$ cat src/rtl/otp_rd_pkg.sv
package otp_rd_pkg;

    localparam int unsigned WORD_BITS  = 32;
    localparam int unsigned BYTE_SHIFT = 2;

    typedef enum logic [3:0] {
        ST_IDLE,
        ST_PU_STBY,
        ST_PU_TRIM,
        ST_PU_CE,
        ST_CLK_HI,
        ST_CLK_LO,
        ST_XFER,
        ST_PD_CE,
        ST_PD_TRIM,
        ST_PD_STBY
    } seq_state_e;

    // nanoseconds to whole cycles, rounded up, never below one
    function automatic int unsigned ns_to_cyc(input int unsigned ns, input int unsigned mhz);
        int unsigned c;
        c = (ns * mhz + 999) / 1000;
        return (c < 1) ? 1 : c;
    endfunction

endpackage

$ cat src/rtl/otp_req_check.sv
module otp_req_check #(
    parameter int unsigned FUSE_WORDS = 4096,
    parameter int unsigned OFFS_W     = 16,
    parameter int unsigned LEN_W      = 16,
    parameter int unsigned AW         = 12,
    parameter int unsigned CW         = 13
) (
    input  logic [OFFS_W-1:0] offset,
    input  logic [LEN_W-1:0]  len,
    output logic              ok,
    output logic [AW-1:0]     start_idx,
    output logic [CW-1:0]     words
);
    localparam int unsigned SW = ((OFFS_W > LEN_W) ? OFFS_W : LEN_W) + 1;

    logic [SW-1:0] start_w;
    logic [SW-1:0] cnt_w;
    logic [SW-1:0] end_w;
    logic          aligned;
    logic          in_range;

    always_comb begin
        aligned   = (offset[1:0] == 2'b00) && (len[1:0] == 2'b00);
        start_w   = SW'(offset >> otp_rd_pkg::BYTE_SHIFT);
        cnt_w     = SW'(len >> otp_rd_pkg::BYTE_SHIFT);
        end_w     = start_w + cnt_w;
        in_range  = (start_w < SW'(FUSE_WORDS)) && (end_w <= SW'(FUSE_WORDS));
        ok        = aligned && in_range;
        start_idx = AW'(start_w);
        words     = CW'(cnt_w);
    end

endmodule

$ cat src/rtl/otp_phase_timer.sv
module otp_phase_timer #(
    parameter int unsigned TW = 8
) (
    input  logic          clk,
    input  logic          rst_n,
    input  logic          start,
    input  logic [TW-1:0] load,
    output logic          expired
);
    logic [TW-1:0] cnt_d, cnt_q;

    always_comb begin
        cnt_d = cnt_q;
        if (start) begin
            cnt_d = load - TW'(1);
        end else if (cnt_q != '0) begin
            cnt_d = cnt_q - TW'(1);
        end
    end

    always_ff @(posedge clk or negedge rst_n) begin
        if (!rst_n) cnt_q <= '0;
        else        cnt_q <= cnt_d;
    end

    assign expired = (cnt_q == '0);

    a_r4_timer_loaded: assert property (@(posedge clk) disable iff (!rst_n)
        start && (load > TW'(1)) |=> !expired);

endmodule

$ cat src/rtl/otp_read_seq.sv
module otp_read_seq #(
    parameter int unsigned FUSE_WORDS  = 4096,
    parameter int unsigned OFFS_W      = 16,
    parameter int unsigned LEN_W       = 16,
    parameter int unsigned CLK_MHZ     = 125,
    parameter int unsigned T_ACCESS_NS = 40000,
    parameter int unsigned T_LOW_NS    = 10000,
    parameter int unsigned T_STEP_NS   = 1000,
    localparam int unsigned AW = (FUSE_WORDS > 1) ? $clog2(FUSE_WORDS) : 1
) (
    input  logic              clk,
    input  logic              rst_n,
    input  logic              req_valid,
    output logic              req_ready,
    input  logic [OFFS_W-1:0] req_offset,
    input  logic [LEN_W-1:0]  req_len,
    output logic              err,
    output logic              busy,
    output logic              out_valid,
    input  logic              out_ready,
    output logic [31:0]       out_data,
    output logic              otp_stby_n,
    output logic              otp_trim_en,
    output logic              otp_ce,
    output logic              otp_clk,
    output logic [AW-1:0]     otp_addr,
    input  logic [31:0]       otp_rdata
);
    import otp_rd_pkg::*;

    localparam int unsigned CW      = $clog2(FUSE_WORDS + 1);
    localparam int unsigned ACC_CYC = ns_to_cyc(T_ACCESS_NS, CLK_MHZ);
    localparam int unsigned LOW_CYC = ns_to_cyc(T_LOW_NS, CLK_MHZ);
    localparam int unsigned STP_CYC = ns_to_cyc(T_STEP_NS, CLK_MHZ);
    localparam int unsigned MAX_A   = (ACC_CYC > LOW_CYC) ? ACC_CYC : LOW_CYC;
    localparam int unsigned MAX_CYC = (MAX_A > STP_CYC) ? MAX_A : STP_CYC;
    localparam int unsigned TW      = $clog2(MAX_CYC + 1);

    typedef struct packed {
        seq_state_e            state;
        logic [AW-1:0]         addr;
        logic [CW-1:0]         left;
        logic [WORD_BITS-1:0]  data;
        logic                  err;
    } seq_regs_t;

    seq_regs_t     r_d, r_q;
    logic          chk_ok;
    logic [AW-1:0] chk_start;
    logic [CW-1:0] chk_words;
    logic          tmr_start;
    logic [TW-1:0] tmr_load;
    logic          tmr_done;

    otp_req_check #(
        .FUSE_WORDS (FUSE_WORDS),
        .OFFS_W     (OFFS_W),
        .LEN_W      (LEN_W),
        .AW         (AW),
        .CW         (CW)
    ) u_check (
        .offset    (req_offset),
        .len       (req_len),
        .ok        (chk_ok),
        .start_idx (chk_start),
        .words     (chk_words)
    );

    otp_phase_timer #(
        .TW (TW)
    ) u_timer (
        .clk     (clk),
        .rst_n   (rst_n),
        .start   (tmr_start),
        .load    (tmr_load),
        .expired (tmr_done)
    );

    always_comb begin
        r_d       = r_q;
        r_d.err   = 1'b0;
        tmr_start = 1'b0;
        tmr_load  = TW'(STP_CYC);
        unique case (r_q.state)
            ST_IDLE: begin
                if (req_valid) begin
                    if (chk_ok) begin
                        r_d.state = ST_PU_STBY;
                        r_d.addr  = chk_start;
                        r_d.left  = chk_words;
                        tmr_start = 1'b1;
                    end else begin
                        r_d.err = 1'b1;
                    end
                end
            end
            ST_PU_STBY: if (tmr_done) begin
                r_d.state = ST_PU_TRIM;
                tmr_start = 1'b1;
            end
            ST_PU_TRIM: if (tmr_done) begin
                r_d.state = ST_PU_CE;
                tmr_start = 1'b1;
            end
            ST_PU_CE: if (tmr_done) begin
                tmr_start = 1'b1;
                if (r_q.left == '0) begin
                    r_d.state = ST_PD_CE;
                end else begin
                    r_d.state = ST_CLK_HI;
                    tmr_load  = TW'(ACC_CYC);
                end
            end
            ST_CLK_HI: if (tmr_done) begin
                r_d.state = ST_CLK_LO;
                tmr_start = 1'b1;
                tmr_load  = TW'(LOW_CYC);
            end
            ST_CLK_LO: if (tmr_done) begin
                r_d.state = ST_XFER;
                r_d.data  = otp_rdata;
            end
            ST_XFER: if (out_ready) begin
                r_d.left  = r_q.left - CW'(1);
                r_d.addr  = r_q.addr + AW'(1);
                tmr_start = 1'b1;
                if (r_q.left == CW'(1)) begin
                    r_d.state = ST_PD_CE;
                end else begin
                    r_d.state = ST_CLK_HI;
                    tmr_load  = TW'(ACC_CYC);
                end
            end
            ST_PD_CE: if (tmr_done) begin
                r_d.state = ST_PD_TRIM;
                tmr_start = 1'b1;
            end
            ST_PD_TRIM: if (tmr_done) begin
                r_d.state = ST_PD_STBY;
                tmr_start = 1'b1;
            end
            ST_PD_STBY: if (tmr_done) begin
                r_d.state = ST_IDLE;
            end
            default: r_d.state = ST_IDLE;
        endcase
    end

    always_ff @(posedge clk or negedge rst_n) begin
        if (!rst_n) begin
            r_q.state <= ST_IDLE;
            r_q.addr  <= '0;
            r_q.left  <= '0;
            r_q.data  <= '0;
            r_q.err   <= 1'b0;
        end else begin
            r_q <= r_d;
        end
    end

    // pin decode from the registered state
    always_comb begin
        otp_stby_n  = 1'b0;
        otp_trim_en = 1'b0;
        otp_ce      = 1'b0;
        otp_clk     = 1'b0;
        unique case (r_q.state)
            ST_IDLE: ;
            ST_PU_STBY: otp_stby_n = 1'b1;
            ST_PU_TRIM: begin
                otp_stby_n  = 1'b1;
                otp_trim_en = 1'b1;
            end
            ST_PU_CE, ST_CLK_LO, ST_XFER: begin
                otp_stby_n  = 1'b1;
                otp_trim_en = 1'b1;
                otp_ce      = 1'b1;
            end
            ST_CLK_HI: begin
                otp_stby_n  = 1'b1;
                otp_trim_en = 1'b1;
                otp_ce      = 1'b1;
                otp_clk     = 1'b1;
            end
            ST_PD_CE: begin
                otp_stby_n  = 1'b1;
                otp_trim_en = 1'b1;
            end
            ST_PD_TRIM: otp_stby_n = 1'b1;
            ST_PD_STBY: ;
            default: ;
        endcase
    end

    assign otp_addr  = r_q.addr;
    assign out_data  = r_q.data;
    assign out_valid = (r_q.state == ST_XFER);
    assign busy      = (r_q.state != ST_IDLE);
    assign req_ready = (r_q.state == ST_IDLE);
    assign err       = r_q.err;

    a_r10_clk_needs_ce: assert property (@(posedge clk) disable iff (!rst_n)
        otp_clk |-> otp_ce);
    a_r10_ce_needs_trim: assert property (@(posedge clk) disable iff (!rst_n)
        otp_ce |-> (otp_trim_en && otp_stby_n));
    a_r1_refuse_quiet: assert property (@(posedge clk) disable iff (!rst_n)
        req_valid && req_ready && !chk_ok |=> err && !busy && !otp_stby_n);
    a_r3_accept_wakes: assert property (@(posedge clk) disable iff (!rst_n)
        req_valid && req_ready && chk_ok |=> busy && otp_stby_n && !err);
    a_r4_addr_held: assert property (@(posedge clk) disable iff (!rst_n)
        otp_clk && $past(otp_clk) |-> $stable(otp_addr));
    a_r6_hold_on_stall: assert property (@(posedge clk) disable iff (!rst_n)
        out_valid && !out_ready |=> out_valid && $stable(out_data));
    a_r6_clk_low_in_stall: assert property (@(posedge clk) disable iff (!rst_n)
        out_valid |-> !otp_clk);
    a_r8_no_accept_busy: assert property (@(posedge clk) disable iff (!rst_n)
        busy |-> !req_ready);
    a_r8_no_err_busy: assert property (@(posedge clk) disable iff (!rst_n)
        $past(busy) |-> !err);

endmodule

$ cat config.mk
export PLATFORM = sky130hd
export DESIGN_NAME = otp_read_seq
export DESIGN_NICKNAME = d
export VERILOG_FILES = /design/src/rtl/otp_rd_pkg.sv /design/src/rtl/otp_req_check.sv /design/src/rtl/otp_phase_timer.sv /design/src/rtl/otp_read_seq.sv
export SDC_FILE = /design/constraint.sdc
export NUM_CORES = 1
export LEC_CHECK = 0
export CORE_MARGIN = 2
export CORE_UTILIZATION = 30
export CTS_BUF_LIST = sky130_fd_sc_hd__clkbuf_4 sky130_fd_sc_hd__clkbuf_8
export CTS_CLUSTER_SIZE = 30
export DETAILED_ROUTE_END_ITERATION = 8
export GPL_TIMING_DRIVEN = 1
export PLACE_DENSITY = 0.55
export SLEW_MARGIN = 5
export SYNTH_ARGS = -nofsm -noshare
export SYNTH_HDL_FRONTEND = slang
export SYNTH_SLANG_ARGS = --single-unit
$ cat constraint.sdc
create_clock -name clk -period 5.4 [get_ports clk]
set_input_delay 1.62 -clock clk [delete_from_list [all_inputs] [get_ports clk]]
set_output_delay 1.62 -clock clk [all_outputs]
set_load 0.005 [all_outputs]
==> flow_metrics.env <==
export IMPL_syn_num_nets=638
export IMPL_p_per_area_nw_per_um2=361
export IMPL_cts_sinks=75
export IMPL_cap_violations=0
export IMPL_synth_most_common_cell="dfrtp_1"
export IMPL_hold_viol=0
export IMPL_antenna_cells=0
export IMPL_synth_top_area_share_pct=37.0
export IMPL_clk_pin_slew_ns=0.09
export IMPL_synth_area_leaders="dfrtp_1, mux2_2, buf_4"
export IMPL_place_ws_ns=-0.383
export IMPL_fp_coreArea_um2=16600
export IMPL_postRouteAntennaNets=0
export IMPL_initialDrtViolationCount=302
export IMPL_hold_path_class="reg -> reg"
export IMPL_cp_required_ns=5.71
export IMPL_start_util_pct=30.6
export IMPL_met1_usage_pct=21.2
export IMPL_synth_cells_most_frequent="dfrtp_1, a21oi_1, buf_4"
export IMPL_die_area_um2=18000
export IMPL_drc=0
export IMPL_clock_path_buffers=2
export IMPL_cts_made_buffers=9
export IMPL_dp_hpwl_mm=10.4
export IMPL_wire_per_inst_um=16.0
export IMPL_worst_clock_skew_ns=0.0127
export IMPL_fin_crit_ns=5.20
export IMPL_gp_congestion=0.916
export IMPL_synth_adder_area_share_pct=4.83
export IMPL_busiest_layer="met2"
export IMPL_pin_count=120
export IMPL_cp_start_kind="primary input"
export IMPL_grt_max_degree=76
export IMPL_synth_top_family_by_area="compound AO/OA/AOI/OAI gates"
export IMPL_yosys_area_share_simple_pct=15.3
export IMPL_synth_top_cell_by_area="dfrtp_1"
export IMPL_synth_compound_area_share_pct=22.1
export IMPL_worstPathArrival_ns=5.51
export IMPL_antenna_found_initial=0
export IMPL_syn_inst=551
export IMPL_finalCritPeriodShare_pct=96.3
export IMPL_overflow=0
export IMPL_area_growth_pct=29.5
export IMPL_clkLatencyLatePin_ns=0.36
export IMPL_fp_dieW_um=134
export IMPL_fin_tns_setup_ns=0
export IMPL_worst_path_buf_inv=2
export IMPL_worst_ir_drop_vdd_uv=132
export IMPL_ys_warnings_count=0
export IMPL_design_area_um2=6570
export IMPL_htree_levels=3
export IMPL_layout_setup_ws_ns=0.198
export IMPL_crit_path_top_delay_cell="clkdlybuf4s50_1"
export IMPL_synth_xor_area_share_pct=2.76
export IMPL_avgSynthCellArea_um2=9.21
export IMPL_synth_async_reset_ratio_pct=100
export IMPL_synth_edf_count=0
export IMPL_total_power_uw=2380
export IMPL_placed_area_um2=6330
export IMPL_setup_viol=0
export IMPL_cts_root_buf="clkbuf_8"
export IMPL_muxShareOfSynthArea_pct=7.50
export IMPL_status="completed"
export IMPL_die_y_um=134
export IMPL_cpPeakStageDelay_ns=0.49
export IMPL_met2_usage_pct=25.1
export IMPL_grt_total_usage_pct=15.7
export IMPL_routed_wl_mm=13.9
export IMPL_final_layout_size_suffix_gt1_share_pct=17.1
export IMPL_ys_ff_latch=75
export IMPL_synth_seq_area_share_pct=37.0
export IMPL_end_kind="register"
export IMPL_critical_path_top_delay_family="compound AO/OA/AOI/OAI gates"
export IMPL_via_count=4462
export IMPL_num_rows=47
export IMPL_drt_vias_per_instance=5.14
export IMPL_syn_cell_area_um2=5070
export IMPL_fmax_mhz=192
export IMPL_post_place_cells=851
export IMPL_crit_path_max_fanout=4
export IMPL_fin_cells=868
export IMPL_ys_flop_type="dfrtp_1"
export IMPL_cts_tree="yes"
export IMPL_critPathKind="in -> reg"
export IMPL_grt_pass1_vias=4463
export IMPL_slew_violations=0
export IMPL_worstMarginPinSlew_ns=0.959
export IMPL_cts_hold_buf=0
export IMPL_port_buffers=119
export IMPL_worstPathCellList="clkdlybuf4s50_1 > ha_1 > and2_4 > buf_4 > a221oi_2 > a21oi_1 > o41ai_2 > xnor2_1 > o41ai_4 > a21oi_2 > a21oi_1 > ha_1 > nand3b_1 > or4_4 > nor3_2 > a21o_1 > nand2_1 > nand2_1"
export IMPL_leakagePower_uw=0.00267
export IMPL_grt_pass1_wl_mm=22.5
export IMPL_met3_usage_pct=3.10
export IMPL_slew_headroom_pct=36.1
export IMPL_yosysUniqueCellTypes=69
export IMPL_fin_nets=730
export IMPL_first_pass_iters=4
-- worst reg2reg max path, delay by kind of cell, from the launching register on --
family          cells  cell delay (ns)
simple gates        5             1.19
compound gates      6             1.08
buf+inv             3             0.67
flops               1             0.55
fa+ha+maj           1             0.21
-- worst paths after layout --
check	startpoint	to	slack, ns	cells past startpoint
max	req_offset[5]	u_timer.cnt_q[10]	0.20	18
min	out_data[6]	out_data[6]	0.51	1
max reg2reg	r_q[61]	u_timer.cnt_q[4]	1.62	15
min reg2reg	out_data[6]	out_data[6]	0.51	1
max in group asynchronous	rst_n	r_q[40]	3.38	1
min in group asynchronous	rst_n	out_data[4]	1.41	1
-- per-layer routing --
layer | vias up | routed length (um)
met1 | 2123 | 6310
met4 | 0 | 304
met3 | 21 | 866
met5 | - | 0
li1 | 2161 | -
met2 | 157 | 6420
-- power breakdown --
part / internal [uW] / switching, uW
Combinational: 516 / 482
Sequential: 721 / 204
Clock: 224 / 229
-- cell type report --
| class | instances | area (um^2) |
|---|---|---|
| clock buffers | 10 | 131 |
| clock inverters | 6 | 72.6 |
| fillers | 1650 | 10000 |
| inverters | 15 | 56.3 |
| multi-input cells | 388 | 2700 |
| flip-flops and latches | 75 | 1880 |
| well taps | 220 | 275 |
| repair buffers | 154 | 1460 |
-- cells by family after synthesis --
| logic type | Yosys count |
|---|---|
| muxes | 34 |
| and+or+nand+nor | 153 |
| xor gates and xnor gates | 16 |
| AOI/OAI and AO/OA | 166 |
| buffers and inverters | 88 |
| DFF | 75 |
| adders and majority gates | 19 |
-- per-stage QoR --
stage | hold WS [ns] | util [%]
3_3_place_gp | 0.488 | 38.2
3_5_place_dp | 0.494 | 38.2
6_report | 0.510 | 39.6
4_1_cts | 0.514 | 39.4
5_1_grt | 0.531 | 39.6
2_1_floorplan | 0.471 | -
-- layout by cell type, fill, tap and decap left out, types with 3 or more instances in the layout --
cell,netlist,final
clkdlybuf4s50_1,0,118
dfrtp_1,75,75
a21oi_1,51,51
buf_4,44,35
nand2_1,34,34
nor2_1,34,34
mux2_2,32,32
o21ai_0,30,30
ha_1,18,17
nor3_1,17,16
inv_1,15,15
nand3_1,15,15
nor4_1,11,11
o21ai_1,12,11
xor2_1,10,10
o22ai_1,10,10
clkbuf_8,0,9
a21o_1,8,8
nand2b_1,6,6
nand4_1,6,6
a31oi_1,6,6
xnor2_1,6,6
a22oi_1,5,5
and3_1,4,4
or3_1,4,4
nor2b_1,4,4
a22oi_2,4,4
nand3b_1,3,3
or4_1,4,3
and2_1,3,3
o211ai_1,3,3
a32oi_1,3,3
a21oi_2,3,3
nor3b_1,3,3
-- sequential cells by signal, summed over array words and instances (netlist names) --
register       count
out_data          32
r_q               17
u_timer.cnt_q     13
otp_addr          12
err                1
-- repair_timing --
action | in CTS | in global routing
hold endpoints to repair | 0 | 0
buffers inserted | 0 | 1
endpoints found under the setup margin | 0 | 5
resized for setup | 0 | 7
No activity file was read; power rests on OpenSTA's default activity.
